### src/rtl/vref_seq_pkg.sv
package vref_seq_pkg;
  typedef enum logic [1:0] {
    STEP_START = 2'd0,
    STEP_CONT  = 2'd1,
    STEP_FLIP  = 2'd2,
    STEP_END   = 2'd3
  } step_e;

  typedef enum logic [1:0] {
    SQ_IDLE  = 2'd0,
    SQ_ISSUE = 2'd1,
    SQ_WAIT  = 2'd2
  } seq_st_e;

  localparam int          RANGE_SPLIT = 23;
  localparam logic [4:0]  OP_MR6_WR   = 5'h12;
  localparam logic [3:0]  CS0_SEL     = 4'hE;
  localparam logic [3:0]  CS1_SEL     = 4'hD;
endpackage

### src/rtl/vref_tap_map.sv
module vref_tap_map
  import vref_seq_pkg::*;
#(
  parameter int TAP_W     = 7,
  parameter int STEP_SIZE = 1
) (
  input  logic [TAP_W-1:0] tap_i,
  input  step_e            step_i,
  output logic             range_o,
  output logic [5:0]       value_o,
  output logic             two_o,
  output logic             en_first_o,
  output logic             en_second_o
);
  logic  low_half;
  logic  promote;
  step_e eff_step;

  assign low_half = (32'(tap_i) < RANGE_SPLIT);
  // a continuing step about to cross into the upper range restarts training
  assign promote  = (step_i == STEP_CONT) && low_half &&
                    ((32'(tap_i) + 32'(STEP_SIZE)) >= RANGE_SPLIT);
  assign eff_step = promote ? STEP_FLIP : step_i;

  assign range_o  = low_half;
  assign value_o  = low_half ? 6'(tap_i) : 6'(tap_i - TAP_W'(RANGE_SPLIT));

  always_comb begin
    unique case (eff_step)
      STEP_START, STEP_FLIP: begin two_o = 1'b1; en_first_o = 1'b0; en_second_o = 1'b1; end
      STEP_END:              begin two_o = 1'b1; en_first_o = 1'b1; en_second_o = 1'b0; end
      default:               begin two_o = 1'b0; en_first_o = 1'b1; en_second_o = 1'b1; end
    endcase
  end
endmodule

### src/rtl/vref_poll_timer.sv
module vref_poll_timer #(
  parameter int CNT_W = 16
) (
  input  logic             clk_i,
  input  logic             rst_ni,
  input  logic             clear_i,
  input  logic             tick_i,
  input  logic [CNT_W-1:0] limit_i,
  output logic             expire_o
);
  logic [CNT_W-1:0] cnt_q;
  logic [CNT_W:0]   lim_eff;

  assign lim_eff  = (limit_i == '0) ? (CNT_W+1)'(1) : {1'b0, limit_i};
  assign expire_o = tick_i && (({1'b0, cnt_q} + (CNT_W+1)'(1)) >= lim_eff);

  always_ff @(posedge clk_i or negedge rst_ni) begin
    if (!rst_ni)                   cnt_q <= '0;
    else if (clear_i)              cnt_q <= '0;
    else if (tick_i && !expire_o)  cnt_q <= cnt_q + CNT_W'(1);
  end
endmodule

### src/rtl/vref_step_seq.sv
module vref_step_seq
  import vref_seq_pkg::*;
#(
  parameter int TAP_W     = 7,
  parameter int STEP_SIZE = 1,
  parameter int CNT_W     = 16
) (
  input  logic             clk_i,
  input  logic             rst_ni,
  input  logic             req_valid_i,
  input  logic [TAP_W-1:0] tap_i,
  input  logic [1:0]       step_i,
  input  logic             cs_i,
  input  logic [CNT_W-1:0] poll_limit_i,
  input  logic [4:0]       op_status_i,
  output logic             busy_o,
  output logic             cmd_valid_o,
  output logic [7:0]       mr_word_o,
  output logic [11:0]      cmd_word_o,
  output logic             timeout_o,
  output logic             done_o
);
  seq_st_e          st_q;
  logic [TAP_W-1:0] tap_q;
  logic [1:0]       step_q;
  logic             cs_q, phase_q, to_q, done_q;

  logic       rng, two, en_a, en_b, en_cur;
  logic [5:0] val;
  logic       accept, idle_seen, expire, tick, finish_wait;

  vref_tap_map #(.TAP_W(TAP_W), .STEP_SIZE(STEP_SIZE)) u_map (
    .tap_i      (tap_q),
    .step_i     (step_e'(step_q)),
    .range_o    (rng),
    .value_o    (val),
    .two_o      (two),
    .en_first_o (en_a),
    .en_second_o(en_b)
  );

  assign tick      = (st_q == SQ_WAIT) && (op_status_i != 5'd0);
  assign idle_seen = (st_q == SQ_WAIT) && (op_status_i == 5'd0);

  vref_poll_timer #(.CNT_W(CNT_W)) u_timer (
    .clk_i   (clk_i),
    .rst_ni  (rst_ni),
    .clear_i (st_q == SQ_ISSUE),
    .tick_i  (tick),
    .limit_i (poll_limit_i),
    .expire_o(expire)
  );

  assign accept      = (st_q == SQ_IDLE) && req_valid_i;
  assign finish_wait = idle_seen || expire;

  always_ff @(posedge clk_i or negedge rst_ni) begin
    if (!rst_ni) begin
      st_q    <= SQ_IDLE;
      tap_q   <= '0;
      step_q  <= '0;
      cs_q    <= 1'b0;
      phase_q <= 1'b0;
      to_q    <= 1'b0;
      done_q  <= 1'b0;
    end else begin
      done_q <= 1'b0;
      unique case (st_q)
        SQ_IDLE: if (accept) begin
          tap_q   <= tap_i;
          step_q  <= step_i;
          cs_q    <= cs_i;
          phase_q <= 1'b0;
          to_q    <= 1'b0;
          st_q    <= SQ_ISSUE;
        end
        SQ_ISSUE: st_q <= SQ_WAIT;
        SQ_WAIT: if (finish_wait) begin
          if (expire) to_q <= 1'b1;
          if (two && !phase_q) begin
            phase_q <= 1'b1;
            st_q    <= SQ_ISSUE;
          end else begin
            done_q <= 1'b1;
            st_q   <= SQ_IDLE;
          end
        end
        default: st_q <= SQ_IDLE;
      endcase
    end
  end

  assign en_cur      = phase_q ? en_b : en_a;
  assign busy_o      = (st_q != SQ_IDLE);
  assign cmd_valid_o = (st_q == SQ_ISSUE);
  assign mr_word_o   = {en_cur, rng, val};
  assign cmd_word_o  = {(cs_q ? CS1_SEL : CS0_SEL), 3'b000, OP_MR6_WR};
  assign timeout_o   = to_q;
  assign done_o      = done_q;
endmodule

### config.mk
export PLATFORM = sky130hd
export DESIGN_NAME = vref_step_seq
export DESIGN_NICKNAME = d
export VERILOG_FILES = /design/src/rtl/vref_seq_pkg.sv /design/src/rtl/vref_tap_map.sv /design/src/rtl/vref_poll_timer.sv /design/src/rtl/vref_step_seq.sv
export SDC_FILE = /design/constraint.sdc
export NUM_CORES = 1
export LEC_CHECK = 0
export ABC_AREA = 0
export BUFFER_PORTS_ARGS = -buffer_cell sky130_fd_sc_hd__buf_2
export CAP_MARGIN = 20
export CORE_ASPECT_RATIO = 2
export CORE_MARGIN = 4
export CORE_UTILIZATION = 30
export CTS_CLUSTER_DIAMETER = 40
export CTS_CLUSTER_SIZE = 30
export DETAILED_ROUTE_END_ITERATION = 6
export GPL_TIMING_DRIVEN = 0
export HOLD_SLACK_MARGIN = 0.03
export SLEW_MARGIN = 20
export SYNTH_ARGS = -nofsm -noshare
export SYNTH_HDL_FRONTEND = slang
export SYNTH_SLANG_ARGS = --single-unit
export TNS_END_PERCENT = 1
### constraint.sdc
create_clock -name clk_i -period 6.7 [get_ports clk_i]
set_clock_uncertainty 0.05 [all_clocks]
set_input_delay 0.335 -clock clk_i [delete_from_list [all_inputs] [get_ports clk_i]]
set_output_delay 0.335 -clock clk_i [all_outputs]
set_load 0.05 [all_outputs]
* Word level (Yosys, flattened, before mapping)
Cells that the tools add are included.
** Storage, ports and cells
- Register bits after elaboration :: 31
- Input bits :: 34
- Logic and storage cells :: 73
** Operators by class
- Add/sub/neg operators :: 4
- Reduce and logical (&&, ||, !) cells :: 25
- Mux-type cells :: 24
- Eq/ne operators :: 9
- Magnitude comparators :: 3
** Operators with widths (number)
- two-way mux 16 bit :: 3
- >= comparator 32 x 5 -> 1 bit, second input constant :: 1
- adder 16 x 1 -> 17 bit, second input constant :: 1
- >= comparator 17 bit :: 1
- adder 16 x 1 -> 16 bit, second input constant :: 1
- logical NOT 16 bit :: 1
- two-way mux 1 bit :: 13
- adder 7 x 1 -> 8 bit, second input constant :: 1
- logical AND 1 bit :: 8
- two-way mux 2 bit :: 4
- AND reduction 4 bit :: 2
- less-than comparator 7 x 5 -> 1 bit, second input constant :: 1
- == test 2 bit, second input constant :: 3
- two-way mux 6 bit :: 1
- != test 2 bit, second input constant :: 3
- case mux 2 bit (3 select lines) :: 1
- nonzero test 2 bit :: 3
- subtractor 6 x 5 -> 6 bit, second input constant :: 1
- logical NOT 5 bit :: 1
- nonzero test 5 bit :: 1
- == test 2 x 1 -> 1 bit, second input constant :: 2
- logical NOT 2 bit :: 2
- case mux 1 bit (2 select lines) :: 2
- AND reduction 2 bit :: 2
- other kinds (5) :: 6

* Depth between registers and ports, before layout
Gate-level depths: netlist of run 1.
- Depth after elaboration :: 11
- Depth in mapped cells :: 14

* Cells and area by module
Synthesis of run 1 repeated with hierarchy kept, for this count alone.
** Second synthesis, totals
- Cells, all modules :: 298
- Area total of the unflattened synthesis :: 2650.0 um^2
** By module, submodules not included
- vref_poll_timer :: cells each 192, times used 1, sequential area each 400.4 um^2, area an instance 1601.5 um^2
- vref_step_seq :: cells each 66, times used 1, sequential area each 375.4 um^2, area an instance 762.0 um^2
- vref_tap_map :: cells each 40, times used 1, sequential area each 0.0 um^2, area an instance 286.5 um^2

* Worst setup path before layout of run 1
Ideal clock, no wire load.
- Path kind :: register to register
- From :: register u_timer.cnt_q[0]
- To :: register u_timer.cnt_q[14]
- Buffers on the path :: 0
- Clock period less this slack :: 3218 ps
- Library setup time :: 125 ps
- Arrival time :: 3044 ps
- Cell stages (with the launch flop) :: 14
- Data required time :: 6525 ps
- Path slack :: 3482 ps
- Cells stage by stage :: dfrtp_1 ha_1 nand4_1 nor3_1 and3_1 nand3_1 xnor2_1 ha_1 nand3_1 nor4_1 a221oi_2 nand3_4 nor2_4 mux2_2
** Between the ends
- Longest elaborated chain between the ends :: 6
- Elaborated cells on any way between the ends :: 9
** RTL lines
- from (decl) :: line vref_poll_timer.sv:11 : logic [CNT_W-1:0] cnt_q;
- from (signal assigned) :: line vref_poll_timer.sv:20 : else if (tick_i && !expire_o) cnt_q <= cnt_q + CNT_W'(1);
- adder 16 x 1 -> 17 bit :: line vref_poll_timer.sv:15 : assign expire_o = tick_i && (({1'b0, cnt_q} + (CNT_W+1)'(1)) >= lim_eff);
- >= comparator 17 bit :: line vref_poll_timer.sv:15
- logical AND 1 bit :: line vref_poll_timer.sv:15
- logical NOT 1 bit :: line vref_poll_timer.sv:20
- logical AND 1 bit :: line vref_poll_timer.sv:20
- nonzero test 2 bit (no line)
Several ways; a longest one is shown, not always the timed one. The select of a mux whose other input is x is not followed.
A chain may end at the register's enable or synchronous reset.

* Worst setup path in the final report of run 1
- From :: register u_timer.cnt_q[0]
- To :: register u_timer.cnt_q[11]
The elaborated chain is that of the path after synthesis.

==> out/qor.csv, run 1 <==
metric,value,unit
status,finished clean,
Worst VDD drop,0.144,mV
Sw Pwr,0.596,mW
initial antenna violation count,0,
sequential-to-total area share from yosys stat,31.3,%
Most used DFF post-synth,dfrtp_1,
DR vias,2133,
CTS tree,done,
DP HPWL,4990,um
largest net degree at the start of global routing,32,
Ports,58,
reg2reg start,u_timer.cnt_q[0],
R2R setup slack,2.82,ns
Sequential cell area,776,sq um
Initial Util,31.0,%
area of the multi-input gates,1500,sq um
Die ar.,9880,sq um
# DRC,0,
Layout area overhead,21.1,%
combinational share of power,58.8,%
Synth cell types,48,
Slew headroom,47.5,%
router iterations before antenna repair,4,
global-route wire length before repair,9830,um
"EDFF count, synth",0,
vias in the first global route,2210,
clock insertion delay at the later pin of the skew report,0.27,ns
GPL Wtd Cong,0.843,
ANT cells,0,
final worst path period share,57.9,%
clock share of power,17.5,%
P per Cell Area,401,nW/um^2
Net Sw Frac,49.5,%
critical path data required time,6.80,ns
GRT Total Usage,13.0,%
share of cells above drive strength 1,27.4,%
Worst Setup Start Kind,register,
R2R cell count,14,
grt total ovfl,0,
TritonCTS Sinks,31,
nets@finish,391,
Die Width,72.3,um
CORE AREA,8000,sq um
Clock Tree Root,clkbuf_16,
CP max FO,10,
RSZ-0062 raised after global routing,no,
Die Height,137,um
synthesized flop and latch total,31,
Setup Viol. Count Final,0,
FMAX,258,MHz
"Reg clk slew, reported paths",0.05,ns
Synthesis Warnings,0,
"commonest non-fill, non-tap cell in the layout",buf_2,
final WL,5980,um
Arrival @ worst endpoint,3.98,ns
synthesized area per cell,8.99,sq um
Fin. Hold Viols,0,
ANT nets after route,0,
Power Internal,0.608,mW
Hold Crit Class,input pin to async pin,
fraction of registers with async set/reset,100,%
synthesized instance count,276,
PortBufs,47,
Slew Limit Fails,0,
min cycle time layout,3.88,ns
"commonest cells after routing, fill and taps aside","51 x buf_2, 31 x dfrtp_1, 24 x inv_1",
Max-Cap Viols,0,
clock buffer depth,2,
FILL cells,857,
total CTS buffers,5,
CP endpoint kind,register,
post-cts resize count,0,
Worst-Margin Slew,0.778,ns
setup TNS,0,ns
Leak,1.53,nW
Wirelength per Cell,13.7,um
cts hold-fix bufs,0,
Rows,46,
r2r endpoint,u_timer.cnt_q[11],
critical path type,register to register,
postcts setup bufs,0,
H-tree levels,2,
drt first-iter violations,49,
Sequential Power Share,23.8,%
Post-Syn Area,2480,sq um
Overall Power,1.20,mW
DR vias/cell,4.90,
==> routing by layer <==
layer  up-vias  part of all wire, %  global-route usage (%)
met5         -                    0                       0
met1       976                   35                    12.0
met4         0                  4.0                    8.37
met3        17                  4.4                    1.91
li1       1076                    -                       -
met2        64                   57                    25.2
==> cells by family after synthesis <==
family,synth area share [%]
simple gates,21.5
compound gates,14.8
buf+inv,9.48
flops,31.2
fa+ha+maj,9.58
xor+xnor,6.35
mux,6.75
other cells,0.303
==> final cells by class <==
class                   count  area share, %
clock inverters             1          0.167
clock buffers               7           4.41
multi-input cells         207           50.0
flip-flops and latches     31           25.8
repair buffers             47           7.83
plain buffers              22           4.83
inverters                  24           3.00
well taps                  96           4.00
==> cell usage after synthesis (all sizes together), types with 4 or more instances <==
library cell | n | area share [%]
dfrtp | 31 | 31
inv | 24 | 3.6
ha | 19 | 9.6
nand2 | 19 | 2.9
nor2 | 19 | 3.2
buf | 18 | 5.2
mux2 | 14 | 6.4
nand3 | 12 | 2.9
o21ai | 11 | 2.2
a21oi | 9 | 2.3
a221o | 9 | 3.6
nor3 | 9 | 2.0
xnor2 | 9 | 3.2
xor2 | 9 | 3.2
and2 | 8 | 2.0
nand2b | 6 | 1.5
nand4 | 6 | 1.5
nor4 | 6 | 1.5
a21o | 4 | 1.2
a31oi | 4 | 1.0
clkbuf | 4 | 0.66
nor4b | 4 | 1.4
==> worst max-delay path, stage by stage (launching register included) <==
cell,delay [ns]
dfrtp_1,0.41
ha_1,0.27
nand4_1,0.17
nor3_1,0.33
and3_1,0.29
nand3_1,0.12
xnor2_1,0.17
ha_1,0.34
nand3_1,0.15
nor4_1,0.49
a221oi_2,0.19
nand3_4,0.16
nor2_4,0.09
buf_6,0.15
a221o_1,0.35
==> sequential cells by signal, indices dropped and copies added (netlist names) <==
signal / flops
u_timer.cnt_q: 16
tap_q: 7
st_q: 2
step_q: 2
cs_q: 1
done_o: 1
phase_q: 1
timeout_o: 1
==> metrics by stage <==
stage | hold WS (ns) | cell area, sq um | utilization [%] | worst slack [ns] | std cells
global placement | 0.380 | 2870 | 35.8 | 2.85 | 427
CTS | 0.0869 | 3010 | 37.6 | 2.80 | 435
detailed placement | 0.385 | 2870 | 35.8 | 2.84 | 427
finish | 0.0619 | 3010 | 37.6 | 2.82 | 435
floorplan | -0.0106 | 2510 | - | 3.48 | 284
global route | 0.114 | 3010 | 37.6 | 2.51 | 435
==> worst max path at each step <==
stage | startpoint | end | slack, ns
final | u_timer.cnt_q[0] | u_timer.cnt_q[11] | 2.82
after global routing | u_timer.cnt_q[0] | u_timer.cnt_q[15] | 2.51
after CTS | u_timer.cnt_q[0] | u_timer.cnt_q[15] | 2.80
after detailed placement | u_timer.cnt_q[0] | u_timer.cnt_q[15] | 2.84
after global placement | u_timer.cnt_q[0] | u_timer.cnt_q[4] | 2.85
after floorplan | u_timer.cnt_q[0] | u_timer.cnt_q[14] | 3.48
==> power groups by stage <==
stage | registers [mW] | logic [mW] | clock network (mW)
final | 0.286 | 0.708 | 0.210
after global routing | 0.296 | 0.770 | 0.229
after CTS | 0.288 | 0.715 | 0.221
after detailed placement | 0.292 | 0.712 | 0
after global placement | 0.290 | 0.700 | 0
after floorplan | 0.276 | 0.567 | 0
No activity file was read; power rests on OpenSTA's default activity.
==> run 2: changes to the inputs <==
- clock period: 6.7 -> 3.37 ns (I/O delays scaled with it)
==> out/qor.csv, run 2 (synthesized netlist as in run 1, its figures left out) <==
metric,value,unit,change
critical path data required time,3.47,ns,-3.33 ns
Rows,46,,unchanged
final core occ,41.3,%,+3.7 points
# DRC,0,,unchanged
Initial Util,31.0,%,unchanged
Layout area overhead,33.1,%,
Setup Viol. Count Final,0,,unchanged
clock insertion delay at the later pin of the skew report,0.27,ns,about the same
global-route wire length before repair,10100,um,+3.3%
GPL Wtd Cong,0.843,,unchanged
Power Internal,1.28,mW,+110%
Worst-Margin Slew,0.717,ns,-0.0607 ns
CTS tree,done,,
DR vias,2238,,+4.9%
Slew headroom,52.2,%,+4.7 points
nets@finish,407,,+4.1%
Arrival @ worst endpoint,3.43,ns,-0.55 ns
clock buffer depth,2,,unchanged
GRT Total Usage,13.4,%,+0.45 points
final worst path period share,98.9,%,+41 points
RSZ-0062 raised after global routing,yes,,
CP max FO,10,,unchanged
Max-Cap Viols,0,,unchanged
ANT cells,0,,unchanged
Slew Limit Fails,0,,unchanged
initial antenna violation count,0,,unchanged
Top Registers,"u_timer.cnt_q (16), tap_q (7)",,
CORE AREA,8000,sq um,unchanged
total CTS buffers,5,,unchanged
status,finished clean,,
WL met1,2150,um,+4.0%
CP max-delay cell,dfrtp_2,,
Sw Pwr,1.22,mW,+100%
max FFs per register,16,,unchanged
Hold Crit Class,input pin to register,,
Die Height,137,um,unchanged
TritonCTS Sinks,31,,unchanged
Sequential Power Share,23.2,%,-0.6 points
combinational share of power,60.1,%,+1.3 points
ANT nets after route,0,,unchanged
DP HPWL,4990,um,unchanged
Ports,58,,unchanged
share of cells above drive strength 1,36.3,%,+8.9 points
met2 wire len,3600,um,+5.5%
critical path type,register to register,,
Worst VDD drop,0.287,mV,+99%
"Largest stage delay, worst path",0.42,ns,-0.07 ns
FMAX,300,MHz,+16%
H-tree levels,2,,unchanged
drt first-iter violations,40,,-18%
DR vias/cell,4.96,,+1.2%
clock share of power,16.7,%,-0.8 points
vias in the first global route,2278,,+3.1%
min cycle time layout,3.33,ns,-0.546 ns
setup TNS,0,ns,unchanged
Fin. Hold Viols,0,,unchanged
Die Width,72.3,um,unchanged
router iterations before antenna repair,4,,unchanged
Biggest register,u_timer.cnt_q,,
Die ar.,9880,sq um,unchanged
Overall Power,2.50,mW,+110%
Clock Tree Root,clkbuf_16,,
highest routed metal layer,met4,,
largest net degree at the start of global routing,32,,unchanged
Worst Setup Start Kind,register,,
"Reg clk slew, reported paths",0.05,ns,about the same
P per Cell Area,757,nW/um^2,+89%
"commonest non-fill, non-tap cell in the layout",buf_2,,
Leak,1.67,nW,+9.0%
Wirelength per Cell,14.1,um,+2.6%
PortBufs,47,,unchanged
final WL,6360,um,+6.3%
Net Sw Frac,48.8,%,-0.68 points
CP endpoint kind,register,,
"commonest cells after routing, fill and taps aside","50 x buf_2, 29 x dfrtp_1, 28 x buf_4",,
grt total ovfl,0,,unchanged
crit-path cells,ha_4 > nand4_1 > nor3_2 > and3_4 > nand3_4 > xnor2_2 > ha_4 > nand3_4 > nor4_4 > a221oi_2 > buf_4 > and3_2 > a21oi_4 > buf_12 > a221o_1,,
Routed met3 length,293,um,+11%
run 2: metrics by stage:
stage	hold WS [ns]	area (sq um)	instances	setup WS, ns
after floorplan	-0.177	2510	284	0.152
after global placement	0.214	2870	427	-0.476
after detailed placement	0.218	2870	427	-0.491
after CTS	0.0558	3140	444	0.0111
after global routing	0.0734	3300	451	-0.0859
final	0.0619	3300	451	0.0370
run 2: power by group through the flow:
stage	sequential (mW)	combinational (mW)	clock, mW
after floorplan	0.549	1.13	0
after global placement	0.576	1.39	0
after detailed placement	0.580	1.41	0
after CTS	0.576	1.46	0.439
after global routing	0.598	1.63	0.456
final	0.580	1.50	0.418
run 2: layout make-up:
cell class / count / area [sq um]
inverter: 24 / 90.1
timing repair buffer: 63 / 370
multi-input combinational: 207 / 1660
fill: 822 / 4700
clock inverter: 1 / 5.00
buffer: 22 / 150
tap: 96 / 120
clock buffer: 7 / 133
sequential: 31 / 778
run 2: critical path, delay by kind of cell, from the launching register on:
kind                     cells  cell delay (ns)
AND/OR/NAND/NOR              7             1.12
flip-flops                   1             0.42
AO/OA/AOI/OAI                3             0.62
adder cells (fa/ha/maj)      2             0.42
buffers and inverters        2             0.32
XOR/XNOR                     1             0.25
run 2: what timing repair did:
item | 4_1_cts | 5_1_grt
setup endpoints to repair | 21 | 21
hold buffers | 1 | 0
hold endpoints to repair | 31 | 0
buffers inserted | 8 | 7
pin swaps | 9 | 11
resized for setup | 11 | 22
run 2: final timing paths:
kind	startpoint	end	slack, ns	cells past startpoint
max reg2reg	u_timer.cnt_q[0]	u_timer.cnt_q[11]	0.04	15
min	step_i[1]	step_q[1]	0.06	3
max in group asynchronous	rst_ni	u_timer.cnt_q[0]	2.33	2
min reg2reg	timeout_o	timeout_o	0.46	2
max	u_timer.cnt_q[0]	u_timer.cnt_q[11]	0.04	15
min in group asynchronous	rst_ni	u_timer.cnt_q[6]	0.43	2
run 2: layer usage:
metal	vias to the layer above	track usage [%]
met1	1035	11.9
met5	-	0
li1	1109	-
met4	0	9.83
met2	72	25.9
met3	22	2.13
==> run 3: changes to the inputs <==
- CORE_UTILIZATION: 30 -> 49
- PLACE_DENSITY: default -> 0.77
==> out/qor.csv, run 3 (synthesized netlist as in run 1, its figures left out) <==
metric,value,unit,change
Arrival @ worst endpoint,3.53,ns,+0.10 ns
"commonest cells after routing, fill and taps aside","52 x buf_2, 29 x dfrtp_1, 24 x inv_1",,
ANT nets after route,0,,unchanged
Worst VDD drop,0.749,mV,+160%
Sequential cell area,778,sq um,unchanged
PortBufs,47,,unchanged
clock buffer depth,2,,unchanged
initial antenna violation count,0,,unchanged
DR vias,2261,,+1.0%
largest net degree at the start of global routing,32,,unchanged
Final Instance Area,3180,sq um,-3.8%
Rows,36,,-22%
Top Registers,"u_timer.cnt_q (16), tap_q (7)",,
global-route wire length before repair,9260,um,-8.8%
"commonest non-fill, non-tap cell in the layout",buf_2,,
Fin. Hold Viols,0,,unchanged
vias in the first global route,2114,,-7.2%
CP max FO,8,,-2
CP max-delay cell,dfrtp_2,,
Ports,58,,unchanged
max FFs per register,16,,unchanged
CP endpoint kind,register,,
final core occ,64.7,%,+23 points
Slew headroom,52.7,%,+0.45 points
grt total ovfl,0,,unchanged
nets@finish,402,,-1.2%
drt first-iter violations,86,,+110%
Slew Limit Fails,0,,unchanged
Leak,1.63,nW,-2.4%
Die ar.,6340,sq um,-36%
Wirelength per Cell,15.0,um,+6.2%
area of the multi-input gates,1640,sq um,-1.1%
DP HPWL,4540,um,-8.9%
CORE AREA,4910,sq um,-39%
most frequent CP cell,nand3_4,,
Initial Util,50.6,%,+20 points
FMAX,294,MHz,-2.0%
"Reg clk slew, reported paths",0.07,ns,+0.02 ns
total CTS buffers,5,,unchanged
Worst Path Buf+Inv,0,,-2
status,finished with violations,,
Worst Setup Start Kind,register,,
router iterations before antenna repair,4,,unchanged
final WL,6100,um,-4.1%
Die Width,58.3,um,-19%
share of cells above drive strength 1,34.3,%,-2.1 points
Setup Viol. Count Final,6,,+6
clock insertion delay at the later pin of the skew report,0.29,ns,+0.02 ns
Place WS,-0.416,ns,+0.0750 ns
Layout area overhead,28.0,%,
failing checks,negative setup slack,,
critical path data required time,3.50,ns,+0.03 ns
FILL cells,437,,-47%
GPL Wtd Cong,0.875,,+3.9%
RSZ-0062 raised after global routing,yes,,
DR vias/cell,5.56,,+12%
"Largest stage delay, worst path",0.42,ns,about the same
Die Height,109,um,-20%
ANT cells,0,,unchanged
GRT Total Usage,19.0,%,+5.6 points
family with the most delay on the worst path,simple AND/OR/NAND/NOR gates,,
Hold Crit Class,input pin to register,,
cell area after placement,2820,sq um,-1.7%
final worst path period share,101,%,+2.0 points
Max-Cap Viols,0,,unchanged
P per Cell Area,783,nW/um^2,+3.4%
Biggest register,u_timer.cnt_q,,
CTS tree,done,,
min cycle time layout,3.40,ns,+0.0665 ns
TritonCTS Sinks,31,,unchanged
worst setup margin,-0.0294,ns,-0.0665 ns
crit-path cells,ha_4 > nand4_1 > nor3_2 > and3_4 > nand3_4 > xnor2_4 > ha_4 > nand3_4 > nor4_4 > a221oi_4 > nand3_4 > nor2_4 > mux2_2,,
H-tree levels,2,,unchanged
Clock Tree Root,clkbuf_8,,
# DRC,0,,unchanged
Worst-Margin Slew,0.710,ns,-0.00675 ns
critical path type,register to register,,
[run 3: power breakdown]
part / leakage (nW) / internal [mW] / switching [mW]
clock network: 0.0612 / 0.239 / 0.147
registers: 0.403 / 0.469 / 0.111
logic: 1.16 / 0.557 / 0.965
[run 3: worst reg2reg max path: stages (launching register included)]
cell and delay (ns):
dfrtp_2 0.42, ha_4 0.16, nand4_1 0.18, nor3_2 0.26
and3_4 0.26, nand3_4 0.10, xnor2_4 0.22, ha_4 0.25
nand3_4 0.10, nor4_4 0.06, a221oi_4 0.38, nand3_4 0.18
nor2_4 0.29, mux2_2 0.38
[run 3: through the flow]
step	power, mW	hold slack (ns)	setup TNS [ns]	cells
finish	2.49	0.0477	-0.146	407
global route	2.63	0.0709	-1.59	407
CTS	2.41	0.0474	0	402
detailed placement	1.98	0.211	-7.12	388
global placement	1.96	0.210	-6.70	388
floorplan	1.68	-0.177	0	284
[run 3: what timing repair did]
item                                   in CTS  in global routing
hold buffers                                1                  0
cloned                                      0                  1
buffers inserted                            5                  5
resized for setup                           8                 19
pin swaps                                   7                 15
setup endpoints to repair                  20                 19
endpoints found under the hold margin      31                  0
[run 3: metal layers]
| layer | wire, um | global-route usage [%] | vias up |
|---|---|---|---|
| met2 | 3450 | 37.2 | 78 |
| li1 | - | - | 1109 |
| met5 | 0 | 0 | - |
| met3 | 346 | 2.49 | 15 |
| met1 | 2070 | 19.0 | 1059 |
| met4 | 226 | 8.13 | 0 |
[run 3: path summary, 6_finish.rpt]
path,start,end,slack [ns],cells past startpoint
worst max-delay path,u_timer.cnt_q[1],u_timer.cnt_q[14],-0.03,13
worst min register to register,timeout_o,timeout_o,0.48,2
max in group asynchronous,rst_ni,u_timer.cnt_q[1],2.36,2
worst max register to register,u_timer.cnt_q[1],u_timer.cnt_q[14],-0.03,13
worst min-delay path,tap_i[0],tap_q[0],0.05,3
min in group asynchronous,rst_ni,u_timer.cnt_q[4],0.41,2
[run 3: cell type report]
type / instances / area share (%)
repair buffers: 58 / 10.6
clock inverters: 2 / 1.10
plain buffers: 22 / 4.57
inverters: 24 / 2.84
well taps: 57 / 2.24
clock buffers: 6 / 2.60
flip-flops and latches: 31 / 24.5
multi-input cells: 207 / 51.6
